**src/rtl/dbg_cmp_pkg.sv**
```systemverilog
package dbg_cmp_pkg;
    localparam int DW        = 32;
    localparam int IDX_W     = 4;
    localparam int SEL_W     = IDX_W + 2;
    localparam int C_EN      = 0;
    localparam int C_USER    = 1;
    localparam int C_PRIV    = 2;
    localparam int C_LOAD    = 3;
    localparam int C_STORE   = 4;
    localparam int C_BSEL_LO = 5;
    localparam int BSEL_W    = 8;
    localparam int C_INVERT  = 22;

    typedef enum logic [1:0] {
        RK_BVAL = 2'd0,
        RK_BCTL = 2'd1,
        RK_WVAL = 2'd2,
        RK_WCTL = 2'd3
    } reg_kind_e;

    function automatic logic [BSEL_W-1:0] bsel_of(input logic [DW-1:0] c);
        return c[C_BSEL_LO +: BSEL_W];
    endfunction

    function automatic logic priv_ok(input logic [DW-1:0] c, input logic p);
        return p ? c[C_PRIV] : c[C_USER];
    endfunction
endpackage

```
**src/rtl/dbg_slot_match.sv**
```systemverilog
module dbg_slot_match
    import dbg_cmp_pkg::*;
#(
    parameter bit IS_WATCH = 1'b0
) (
    input  logic [DW-1:0] val,
    input  logic [DW-1:0] ctl,
    input  logic [DW-1:0] addr,
    input  logic          write,
    input  logic          priv,
    output logic          hit
);
    logic [BSEL_W-1:0] bsel;
    logic              gate;

    always_comb begin
        bsel = bsel_of(ctl);
        gate = ctl[C_EN] & priv_ok(ctl, priv);
    end

    generate
        if (IS_WATCH) begin : g_watch
            logic [2:0]    off;
            logic [DW-1:0] base;
            logic          wide, kind_ok;
            always_comb begin
                wide    = |bsel[7:4];
                off     = wide ? addr[2:0] : {1'b0, addr[1:0]};
                base    = wide ? {addr[DW-1:3], 3'b000} : {addr[DW-1:2], 2'b00};
                kind_ok = write ? ctl[C_STORE] : ctl[C_LOAD];
                hit     = gate & kind_ok & (base == val) & bsel[off];
            end
        end else begin : g_fetch
            logic same;
            always_comb begin
                same = ({addr[DW-1:2], 2'b00} == val) & bsel[{1'b0, addr[1:0]}];
                hit  = gate & (ctl[C_INVERT] ? ~same : same);
            end
        end
    endgenerate
endmodule

```
**src/rtl/dbg_prio_enc.sv**
```systemverilog
module dbg_prio_enc #(
    parameter int N  = 6,
    parameter int IW = 3
) (
    input  logic [N-1:0]  req,
    output logic [IW-1:0] idx,
    output logic          any
);
    always_comb begin
        idx = '0;
        any = |req;
        for (int i = N - 1; i >= 0; i--) begin
            if (req[i]) idx = IW'(i);
        end
    end
endmodule

```
**src/rtl/dbg_cmp_bank.sv**
```systemverilog
module dbg_cmp_bank
    import dbg_cmp_pkg::*;
#(
    parameter int NUM_BKPT = 6,
    parameter int NUM_WTCH = 4,
    localparam int BIW = (NUM_BKPT > 1) ? $clog2(NUM_BKPT) : 1,
    localparam int WIW = (NUM_WTCH > 1) ? $clog2(NUM_WTCH) : 1
) (
    input  logic                clk,
    input  logic                rst_n,
    input  logic                cfg_we,
    input  logic [SEL_W-1:0]    cfg_sel,
    input  logic [DW-1:0]       cfg_wdata,
    output logic [DW-1:0]       cfg_rdata,
    input  logic                fetch_valid,
    input  logic [DW-1:0]       fetch_addr,
    input  logic                fetch_priv,
    input  logic                acc_valid,
    input  logic [DW-1:0]       acc_addr,
    input  logic                acc_write,
    input  logic                acc_priv,
    output logic [NUM_BKPT-1:0] bkpt_hit,
    output logic [BIW-1:0]      bkpt_idx,
    output logic                bkpt_any,
    output logic [NUM_WTCH-1:0] wtch_hit,
    output logic [WIW-1:0]      wtch_idx,
    output logic                wtch_any
);
    reg_kind_e         kind;
    logic [IDX_W-1:0]  slot;
    logic [DW-1:0]     bval_q [NUM_BKPT];
    logic [DW-1:0]     bctl_q [NUM_BKPT];
    logic [DW-1:0]     wval_q [NUM_WTCH];
    logic [DW-1:0]     wctl_q [NUM_WTCH];
    logic [NUM_BKPT-1:0] bhit_c, bkpt_en;
    logic [NUM_WTCH-1:0] whit_c, wtch_en;
    logic [BIW-1:0]    bidx_c;
    logic [WIW-1:0]    widx_c;
    logic              bany_c, wany_c;

    always_comb begin
        kind = reg_kind_e'(cfg_sel[SEL_W-1:IDX_W]);
        slot = cfg_sel[IDX_W-1:0];
    end

    generate
        for (genvar i = 0; i < NUM_BKPT; i++) begin : g_bk
            always_ff @(posedge clk) begin
                if (!rst_n) begin
                    bval_q[i] <= '0;
                    bctl_q[i] <= '0;
                end else if (cfg_we && int'(slot) == i) begin
                    if (kind == RK_BVAL) bval_q[i] <= cfg_wdata;
                    if (kind == RK_BCTL) bctl_q[i] <= cfg_wdata;
                end
            end
            assign bkpt_en[i] = bctl_q[i][C_EN];
            dbg_slot_match #(.IS_WATCH(1'b0)) u_bm (
                .val(bval_q[i]), .ctl(bctl_q[i]), .addr(fetch_addr),
                .write(1'b0), .priv(fetch_priv), .hit(bhit_c[i])
            );
        end
        for (genvar j = 0; j < NUM_WTCH; j++) begin : g_wt
            always_ff @(posedge clk) begin
                if (!rst_n) begin
                    wval_q[j] <= '0;
                    wctl_q[j] <= '0;
                end else if (cfg_we && int'(slot) == j) begin
                    if (kind == RK_WVAL) wval_q[j] <= cfg_wdata;
                    if (kind == RK_WCTL) wctl_q[j] <= cfg_wdata;
                end
            end
            assign wtch_en[j] = wctl_q[j][C_EN];
            dbg_slot_match #(.IS_WATCH(1'b1)) u_wm (
                .val(wval_q[j]), .ctl(wctl_q[j]), .addr(acc_addr),
                .write(acc_write), .priv(acc_priv), .hit(whit_c[j])
            );
        end
    endgenerate

    always_comb begin
        cfg_rdata = '0;
        unique case (kind)
            RK_BVAL: for (int i = 0; i < NUM_BKPT; i++) if (int'(slot) == i) cfg_rdata = bval_q[i];
            RK_BCTL: for (int i = 0; i < NUM_BKPT; i++) if (int'(slot) == i) cfg_rdata = bctl_q[i];
            RK_WVAL: for (int i = 0; i < NUM_WTCH; i++) if (int'(slot) == i) cfg_rdata = wval_q[i];
            RK_WCTL: for (int i = 0; i < NUM_WTCH; i++) if (int'(slot) == i) cfg_rdata = wctl_q[i];
        endcase
    end

    dbg_prio_enc #(.N(NUM_BKPT), .IW(BIW)) u_bpe (.req(bhit_c), .idx(bidx_c), .any(bany_c));
    dbg_prio_enc #(.N(NUM_WTCH), .IW(WIW)) u_wpe (.req(whit_c), .idx(widx_c), .any(wany_c));

    always_ff @(posedge clk) begin
        if (!rst_n) begin
            bkpt_hit <= '0;
            bkpt_idx <= '0;
            bkpt_any <= 1'b0;
            wtch_hit <= '0;
            wtch_idx <= '0;
            wtch_any <= 1'b0;
        end else begin
            bkpt_hit <= fetch_valid ? bhit_c : '0;
            bkpt_idx <= fetch_valid ? bidx_c : '0;
            bkpt_any <= fetch_valid & bany_c;
            wtch_hit <= acc_valid ? whit_c : '0;
            wtch_idx <= acc_valid ? widx_c : '0;
            wtch_any <= acc_valid & wany_c;
        end
    end
endmodule

```
**config.mk**
```make
export PLATFORM = sky130hd
export DESIGN_NAME = dbg_cmp_bank
export DESIGN_NICKNAME = d
export VERILOG_FILES = /design/src/rtl/dbg_cmp_pkg.sv /design/src/rtl/dbg_slot_match.sv /design/src/rtl/dbg_prio_enc.sv /design/src/rtl/dbg_cmp_bank.sv
export SDC_FILE = /design/constraint.sdc
export NUM_CORES = 1
export LEC_CHECK = 0
export ABC_CLOCK_PERIOD_IN_PS = 4820
export BUFFER_PORTS_ARGS = -buffer_cell sky130_fd_sc_hd__buf_2
export CORE_AREA = 2 2 269 324
export DETAILED_ROUTE_END_ITERATION = 10
export DIE_AREA = 0 0 271 326
export SYNTH_ARGS = -nofsm -noshare
export SYNTH_HDL_FRONTEND = slang
export SYNTH_SLANG_ARGS = --single-unit
```
**constraint.sdc**
```tcl
create_clock -name clk -period 4.82 [get_ports clk]
set_input_delay 0.482 -clock clk [delete_from_list [all_inputs] [get_ports clk]]
set_output_delay 0.482 -clock clk [all_outputs]
set_load 0.1 [all_outputs]
```
# [After elaboration in Yosys (flattened, before gate mapping)]
# Memories as Yosys holds them, arrays and structs flattened.
# Cells that the tools add are included.
[word_totals] mem_count=4 mem_bits_rw=640 elab_cells=284 reg_bits=17
[memory_table] memory="bctl_q" words=6 width=32 rd=6 rd_ports_with_merged_regs=0 write_ports=6 line_no="dbg_cmp_bank.sv:32" text="logic [DW-1:0] bctl_q [NUM_BKPT];"
[memory_table] memory="bval_q" words=6 width=32 rd=6 rd_ports_with_merged_regs=0 write_ports=6 line_no="dbg_cmp_bank.sv:31" text="logic [DW-1:0] bval_q [NUM_BKPT];"
[memory_table] memory="wctl_q" words=4 width=32 rd=4 rd_ports_with_merged_regs=0 write_ports=4 line_no="dbg_cmp_bank.sv:34" text="logic [DW-1:0] wctl_q [NUM_WTCH];"
[memory_table] memory="wval_q" words=4 width=32 rd=4 rd_ports_with_merged_regs=0 write_ports=4 line_no="dbg_cmp_bank.sv:33" text="logic [DW-1:0] wval_q [NUM_WTCH];"
[classes] eq_ne=18 n_lt_le_gt_ge=5 mux=162 n_reduce_logical=21 n_bitwise=65
[ops] operator="two-way mux 32 bit" count=40
[ops] operator="== test 32 bit" count=10
[ops] operator="case mux 32 bit (4 select lines)" count=1
[ops] operator="two-way mux 1 bit" count=97
[ops] operator="bitwise AND 1 bit" count=36
[ops] operator="two-way mux 3 bit" count=10
[ops] operator="OR reduction 4 bit" count=7
[ops] operator="OR 1 bit" count=20
[ops] operator="< comparator 3 x 4 -> 1 bit, second input constant" count=4
[ops] operator="binary-select mux 1 bit (select 2 bit)" count=6
[ops] operator="binary-select mux 1 bit (select 3 bit)" count=4
[ops] operator="OR reduction 6 bit" count=2
[ops] operator="NOT 1 bit" count=9
[ops] operator="== test 4 x 3 -> 1 bit, second input constant" count=2
[ops] operator="== test 4 bit, second input constant" count=2
[ops] operator="two-way mux 2 bit" count=4
[ops] operator="logical AND 1 bit" count=6
[ops] operator="OR reduction 3 bit" count=2
[ops] operator="== test 2 bit, second input constant" count=2
[ops] operator="== test 4 x 2 -> 1 bit, second input constant" count=1
[ops] operator="zero test 4 bit" count=1
[ops] operator="< comparator 2 x 4 -> 1 bit, second input constant" count=1
[ops] operator="AND reduction 2 bit" count=2
[ops] operator="== test 2 x 1 -> 1 bit, second input constant" count=1
[ops] operator="zero test 2 bit" count=1

# [Depth between registers and ports, before layout]
# Gate-level depths: netlist (run 1).
# An unclocked memory read counts as a cell.
[logic_depth] word_depth=12 mapped_depth=10 mapped_depth_nobuf=7

# [Hierarchy]
# A second synthesis (run 1) with hierarchy kept.
[unflattened] cells_unflattened=2790 hier_area_um2=34385.5
[by_module_without_submodules] mod="dbg_cmp_bank" cells_per_inst=2277 seq_area_each_um2=19558.8 n_inst=1 area_each_um2=30156.4
[by_module_without_submodules] mod="dbg_slot_match (g_bk[0].u_bm ...)" cells_per_inst=48 seq_area_each_um2=0.0 n_inst=6 area_each_um2=394.1
[by_module_without_submodules] mod="dbg_slot_match (g_wt[0].u_wm ...)" cells_per_inst=52 seq_area_each_um2=0.0 n_inst=4 area_each_um2=444.2
[by_module_without_submodules] mod="dbg_prio_enc (u_bpe)" cells_per_inst=10 seq_area_each_um2=0.0 n_inst=1 area_each_um2=52.6
[by_module_without_submodules] mod="dbg_prio_enc (u_wpe)" cells_per_inst=7 seq_area_each_um2=0.0 n_inst=1 area_each_um2=35.0

# [Worst setup path after synthesis (run 1)]
# Ideal clock, no wire load.
[synth_timing] kind="input to output" from="input cfg_sel[3]" to="output cfg_rdata[29]" path_buffers=4 path_stages=8 arrival_ns=3.926 t_required_ns=4.338 slack_ns=0.412 cell_sequence="buf_2 or3_1 clkbuf_1 clkbuf_1 buf_1 o221ai_1 o21ai_0 o21ai_0"
[synth_between] elab_chain_cells=8 elab_cells_between_ends=27 classes_between="5 x eq/ne; 21 x mux; 1 x reduce/logical"
[synth_lines] item="from (decl)" line_no="dbg_cmp_bank.sv:12" text="input logic [SEL_W-1:0] cfg_sel,"
[synth_lines] item="zero test 4 bit"
[synth_lines] item="two-way mux 32 bit, on equally long branches (6 in series)" line_no="dbg_cmp_bank.sv:85, dbg_cmp_bank.sv:84"
[synth_lines] item="case mux 32 bit (4 select lines) *" line_no="dbg_cmp_bank.sv:83" text="unique case (kind)"
[synth_lines] item="to (decl)" line_no="dbg_cmp_bank.sv:14" text="output logic [DW-1:0] cfg_rdata,"
# Mark *: on every way between the ends. The rest lies on a longest branch, timed or not.

# [Worst setup path in the final report (run 1)]
[layout_timing] from="input cfg_sel[1]" to="output cfg_rdata[13]"
# Same word-level chain as after synthesis.

==> results of run 1 <==
==> worst paths after layout <==
kind	start	endpoint	depth (start not counted)
setup / recovery	cfg_sel[1]	cfg_rdata[13]	10
hold / removal	fetch_valid	bkpt_idx[1]$_SDFF_PP0_	3
hold reg to reg	bctl_q[4][0]$_SDFFCE_PN0P_	bkpt_hit[4]$_SDFF_PN0_	2
setup reg to reg	bval_q[0][29]$_SDFFCE_PN0P_	bkpt_idx[2]$_SDFF_PP0_	7
==> per-layer routing <==
metal / vias to the layer above / routed length, um
met4: 0 / 10170
li1: 10240 / -
met3: 306 / 11890
met2: 1490 / 67500
met5: - / 0
met1: 12360 / 50270
==> per-stage QoR <==
step | setup WS, ns | std cells
floorplan | 0.4118 | 2799
global placement | 0.9574 | 3900
detailed placement | 0.9007 | 3900
CTS | 0.8786 | 4027
global route | 0.7822 | 4027
finish | 0.6472 | 4031
==> final cells by class <==
cell class	instances	share of cell area [%]
Timing Repair Buffer	249	5.114
Tap cell	1140	3.676
Sequential cell	657	50.41
Clock buffer	84	4.979
Multi-Input combinational cell	1852	34.61
Clock inverter	43	1.167
Inverter	2	0.01935
Antenna cell	4	0.02580
==> where the power goes <==
group	leakage [nW]	switching, mW	internal (mW)
logic	6.29	1.36	0.545
registers	6.22	0.206	6.56
clock network	1.17	2.40	3.35
==> registers in the layout (all words and copies together), names as in the netlist <==
name,count
wval_q,128
wtch_any,1
wtch_idx,2
bkpt_hit,6
bkpt_any,1
bctl_q,192
wctl_q,128
bkpt_idx,3
bval_q,192
wtch_hit,4
==> cell usage after synthesis (all sizes together), types with 48 or more instances <==
cell type    n
a21oi       54
a221oi     100
and2       641
buf         81
clkbuf     207
edfxtp     640
mux2i      151
nand2       58
nand4       58
nor2        99
o21ai      108
o22ai       48
xnor2      166
xor2       132
==> cell families after synthesis <==
| kind of cell | Yosys count | share of synthesized area, % |
|---|---|---|
| AND/OR/NAND/NOR | 947 | 16.37 |
| multiplexers | 175 | 5.720 |
| AO/OA/AOI/OAI | 432 | 8.920 |
| buffers and inverters | 290 | 3.602 |
| XOR/XNOR | 298 | 7.698 |
| flip-flops | 657 | 57.69 |
==> worst max-delay path: stages <==
cell	delay [ns]
buf_2	0.26
buf_4	0.26
nor3_4	0.21
buf_12	0.44
a221oi_1	0.19
nor3_1	0.61
a21oi_1	0.23
o22ai_1	0.45
a21o_1	0.22
buf_12	0.19
==> impl_metrics.json, run 1 <==
{
  "status": "finished clean",
  "netlist_instances": 2799,
  "rsz0062_at_grt": "no",
  "cts_buffers": 72,
  "placed_area_um2": 36410,
  "synth_area_leaders": "edfxtp_1 (57%), and2_1 (12%), mux2i_1 (4.5%)",
  "final_cell_mix": "and2_1 (641), edfxtp_1 (640), xnor2_1 (166)",
  "tns_ns": 0,
  "postLayoutCellArea_um2": 38800,
  "io_pins": 159,
  "leakagePower_nw": 13.69,
  "syn_area_um2": 33910,
  "grt_pass1_vias": 24240,
  "firstDrtPassIters": 6,
  "die-height_um": 326,
  "drive_gt1_share_pct": 15.21,
  "wl_per_cell_um": 34.69,
  "ys_types": 60,
  "cp.arrival_ns": 3.69,
  "skew_ns": 0.03505,
  "ys.flop_type": "edfxtp_1",
  "met1_usage_pct": 37.78,
  "synthesis.nets": 2909,
  "gp_congestion": 1.032,
  "mostFrequentLayoutCell": "and2_1",
  "clkSlewWorstSetupHoldPaths_ns": 0.06,
  "nets": 2944,
  "initial_core_util_pct": 39.66,
  "remaining_drc_errors": 0,
  "hold_class": "primary input to register",
  "synth_area_leader_cell": "edfxtp_1",
  "whs_ns": 0.1447,
  "track_usage_pct": 31.34,
  "ir_worst_vdd_v": 0.0002959,
  "drt.antenna.violating_nets": 0,
  "die_area_um2": 88350,
  "area.growth.synth_to_final_pct": 14.44,
  "power_density_nw_per_um2": 371.7,
  "insertion_delay_ns": 0.65,
  "cts_tree": "yes",
  "grt-ovfl-total": 0,
  "route.vias.total": 24400,
  "rrSetupSlack_ns": 1.20,
  "fin_crit_sh_pct": 86.57,
  "vias_per_cell": 6.052,
  "cts_buffer_depth": 3,
  "cts_resized": 0,
  "grt_pass1_wl_mm": 193.3,
  "grt_use_met2_pct": 52.39,
  "end_kind": "primary output",
  "synth.top_cell.area_share_pct": 56.68,
  "dp_hpwl_mm": 97.94,
  "port_buffers": 158,
  "grt_busiest_layer": "met2",
  "path_max_fanout": 97,
  "drv_cap": 0,
  "utilization_pct": 45.39,
  "multi_input_comb_area_um2": 13430,
  "num-fill-cells": 7735,
  "report.final.slew_viol_count": 0,
  "coreArea_um2": 85480,
  "synth_edf_count": 640,
  "synth_warnings": 0,
  "p_total_mw": 14.42,
  "async_flop_share_pct": 0,
  "use_met3_pct": 5.020,
  "postCtsHoldBufs": 0,
  "post-cts-setup-buffers": 0,
  "regArea_um2": 19560,
  "relSlewSlack_pct": 18.21,
  "crit_required_ns": 4.34,
  "row_count": 118,
  "dr.first_iter.drc_count": 3418,
  "antenna_found_initial": 12,
  "fmax_mhz": 239.6,
  "wl_mm": 139.8,
  "tightestPinTransition_ns": 1.216,
  "critical_path_class": "primary input to primary output",
  "yosys_register_bits": 657,
  "synth_area_per_cell_um2": 12.11,
  "die_w_um": 271,
  "grt_max_degree": 120,
  "finalSetupViolations": 0,
  "cts_root_buf": "clkbuf_16",
  "hold_violations": 0,
  "clkSinkCount": 657,
  "min_period_ns": 4.173,
  "htree_levels": 3,
  "cp-start-kind": "primary input",
  "synth_seq_area_share_pct": 57.69
}
Power figures use the tool's default switching activity.
==> run 2: changes to the inputs <==
--- a/config.mk
+++ b/config.mk
@@ -5,7 +5,7 @@
 export SDC_FILE = /design/constraint.sdc
 export NUM_CORES = 1
 export LEC_CHECK = 0
-export ABC_CLOCK_PERIOD_IN_PS = 4820
+export ABC_CLOCK_PERIOD_IN_PS = 3900
 export BUFFER_PORTS_ARGS = -buffer_cell sky130_fd_sc_hd__buf_2
 export CORE_AREA = 2 2 269 324
 export DETAILED_ROUTE_END_ITERATION = 10
==> constraint.sdc (replaced) <==
create_clock -name clk -period 3.9 [get_ports clk]
set_input_delay 0.39 -clock clk [delete_from_list [all_inputs] [get_ports clk]]
set_output_delay 0.39 -clock clk [all_outputs]
set_load 0.1 [all_outputs]
==> run 2 against run 1 <==
Effect of this change:
- sequential share of layout area down 0.75 points
- first-iteration DRC count shrank 11%
- total power is 23% higher
- critical endpoint is now cfg_rdata[11]
- largest cell class unchanged
==> impl_metrics.json, run 2 (synthesis gave the netlist of run 1 again) <==
{
  "grt_pass1_wl_mm": 177.6,
  "post-cts-setup-buffers": 0,
  "dr.first_iter.drc_count": 3034,
  "track_usage_pct": 28.13,
  "ir_worst_vdd_v": 0.0003149,
  "port_buffers": 158,
  "tightestPinTransition_ns": 0.8905,
  "dp_hpwl_mm": 88.63,
  "mostFrequentLayoutCell": "and2_1",
  "skew_ns": 0.03195,
  "hold_violations": 0,
  "io_pins": 159,
  "remaining_drc_errors": 0,
  "cts_buffer_depth": 3,
  "cts_root_buf": "clkbuf_16",
  "htree_levels": 3,
  "drv_cap": 0,
  "die_area_um2": 88350,
  "wl_mm": 125.9,
  "min_period_ns": 3.404,
  "crit_required_ns": 3.51,
  "reg.largest.list": "bctl_q (192), bval_q (192)",
  "critical_path_class": "primary input to primary output",
  "die-height_um": 326,
  "antenna_found_initial": 11,
  "grt_pass1_vias": 23890,
  "clkSlewWorstSetupHoldPaths_ns": 0.05,
  "area.growth.synth_to_final_pct": 16.17,
  "cts_buffers": 72,
  "p_total_mw": 17.78,
  "num-fill-cells": 7615,
  "multi_input_comb_area_um2": 13430,
  "report.final.slew_viol_count": 0,
  "row_count": 118,
  "firstDrtPassIters": 5,
  "regArea_um2": 19560,
  "drive_gt1_share_pct": 16.02,
  "vias_per_cell": 5.878,
  "rsz0062_at_grt": "no",
  "reg2regPathDepth": 7,
  "route.vias.total": 23940,
  "drt.antenna.violating_nets": 0,
  "finalSetupViolations": 0,
  "fmax_mhz": 293.8,
  "fin_crit_sh_pct": 87.28,
  "status": "finished clean",
  "die_w_um": 271,
  "end_kind": "primary output",
  "grt_max_degree": 58,
  "insertion_delay_ns": 0.65,
  "power_density_nw_per_um2": 451.3,
  "nets": 2980,
  "gp_congestion": 1.015,
  "cts_tree": "yes",
  "clkSinkCount": 657,
  "grt-ovfl-total": 0,
  "hold_depth": 3,
  "wl_per_cell_um": 30.92,
  "cts_resized": 0,
  "final_cell_mix": "and2_1 (641), edfxtp_1 (640), xnor2_1 (166)",
  "relSlewSlack_pct": 40.08,
  "placed_cells": 3936,
  "path_max_fanout": 49,
  "cp.arrival_ns": 3.01,
  "leakagePower_nw": 13.96,
  "postCtsHoldBufs": 0,
  "coreArea_um2": 85480,
  "cp-start-kind": "primary input",
  "initial_core_util_pct": 39.66,
  "finalNonFillerCells": 4072,
  "hold_class": "primary input to register"
}
-- run 2: critical path, cell delays in order --
cell and delay, ns:
buf_2 0.24, or3_2 0.62, buf_12 0.24, o22a_1 0.30
o21ai_0 0.17, o21ai_0 0.22, o21ai_1 0.33, o21a_1 0.27
buf_12 0.19
-- run 2: power breakdown --
part | internal (mW) | leakage (nW) | switching, mW
clock network | 4.13 | 1.17 | 2.97
registers | 8.11 | 6.22 | 0.240
logic | 0.727 | 6.56 | 1.59
-- run 2: layout make-up --
cell class / instances / share of cell area [%]
Tap cell: 1140 / 3.621
Timing Repair Buffer: 285 / 6.436
Antenna cell: 5 / 0.03177
Multi-Input combinational cell: 1852 / 34.11
Sequential cell: 657 / 49.66
Clock buffer: 91 / 4.997
Clock inverter: 40 / 1.131
Inverter: 2 / 0.01906
-- run 2: path summary, 6_finish.rpt --
kind                                                 start  slack, ns                      to
worst max-delay path                            cfg_sel[1]       0.50           cfg_rdata[11]
worst min-delay path                           fetch_valid       0.03  bkpt_idx[1]$_SDFF_PP0_
worst max register to register  bval_q[0][5]$_SDFFCE_PN0P_       0.76     bkpt_any$_SDFF_PN0_
worst min register to register  bctl_q[5][0]$_SDFFCE_PN0P_       0.66  bkpt_hit[5]$_SDFF_PN0_
-- run 2: per-stage QoR --
step	hold WS [ns]	utilization, %	area (um^2)	setup TNS, ns	setup slack, ns
6_report	0.03448	46.07	39390	0	0.4961
3_5_place_dp	0.6511	43.24	36960	0	0.5671
4_1_cts	0.008242	46.06	39370	0	0.5626
3_3_place_gp	0.6368	43.24	36960	0	0.5752
5_1_grt	0.02685	46.07	39390	0	0.3821
2_1_floorplan	0.5209	-	33910	-30.33	-0.2369
-- run 2: layer usage --
metal	vias to the layer above	global-route usage, %	part of all wire, %
met5	-	0	0.0056
met4	2	15.69	6.4
met3	279	4.769	8.8
met2	1393	46.57	48
met1	11950	34.94	37
li1	10310	-	-
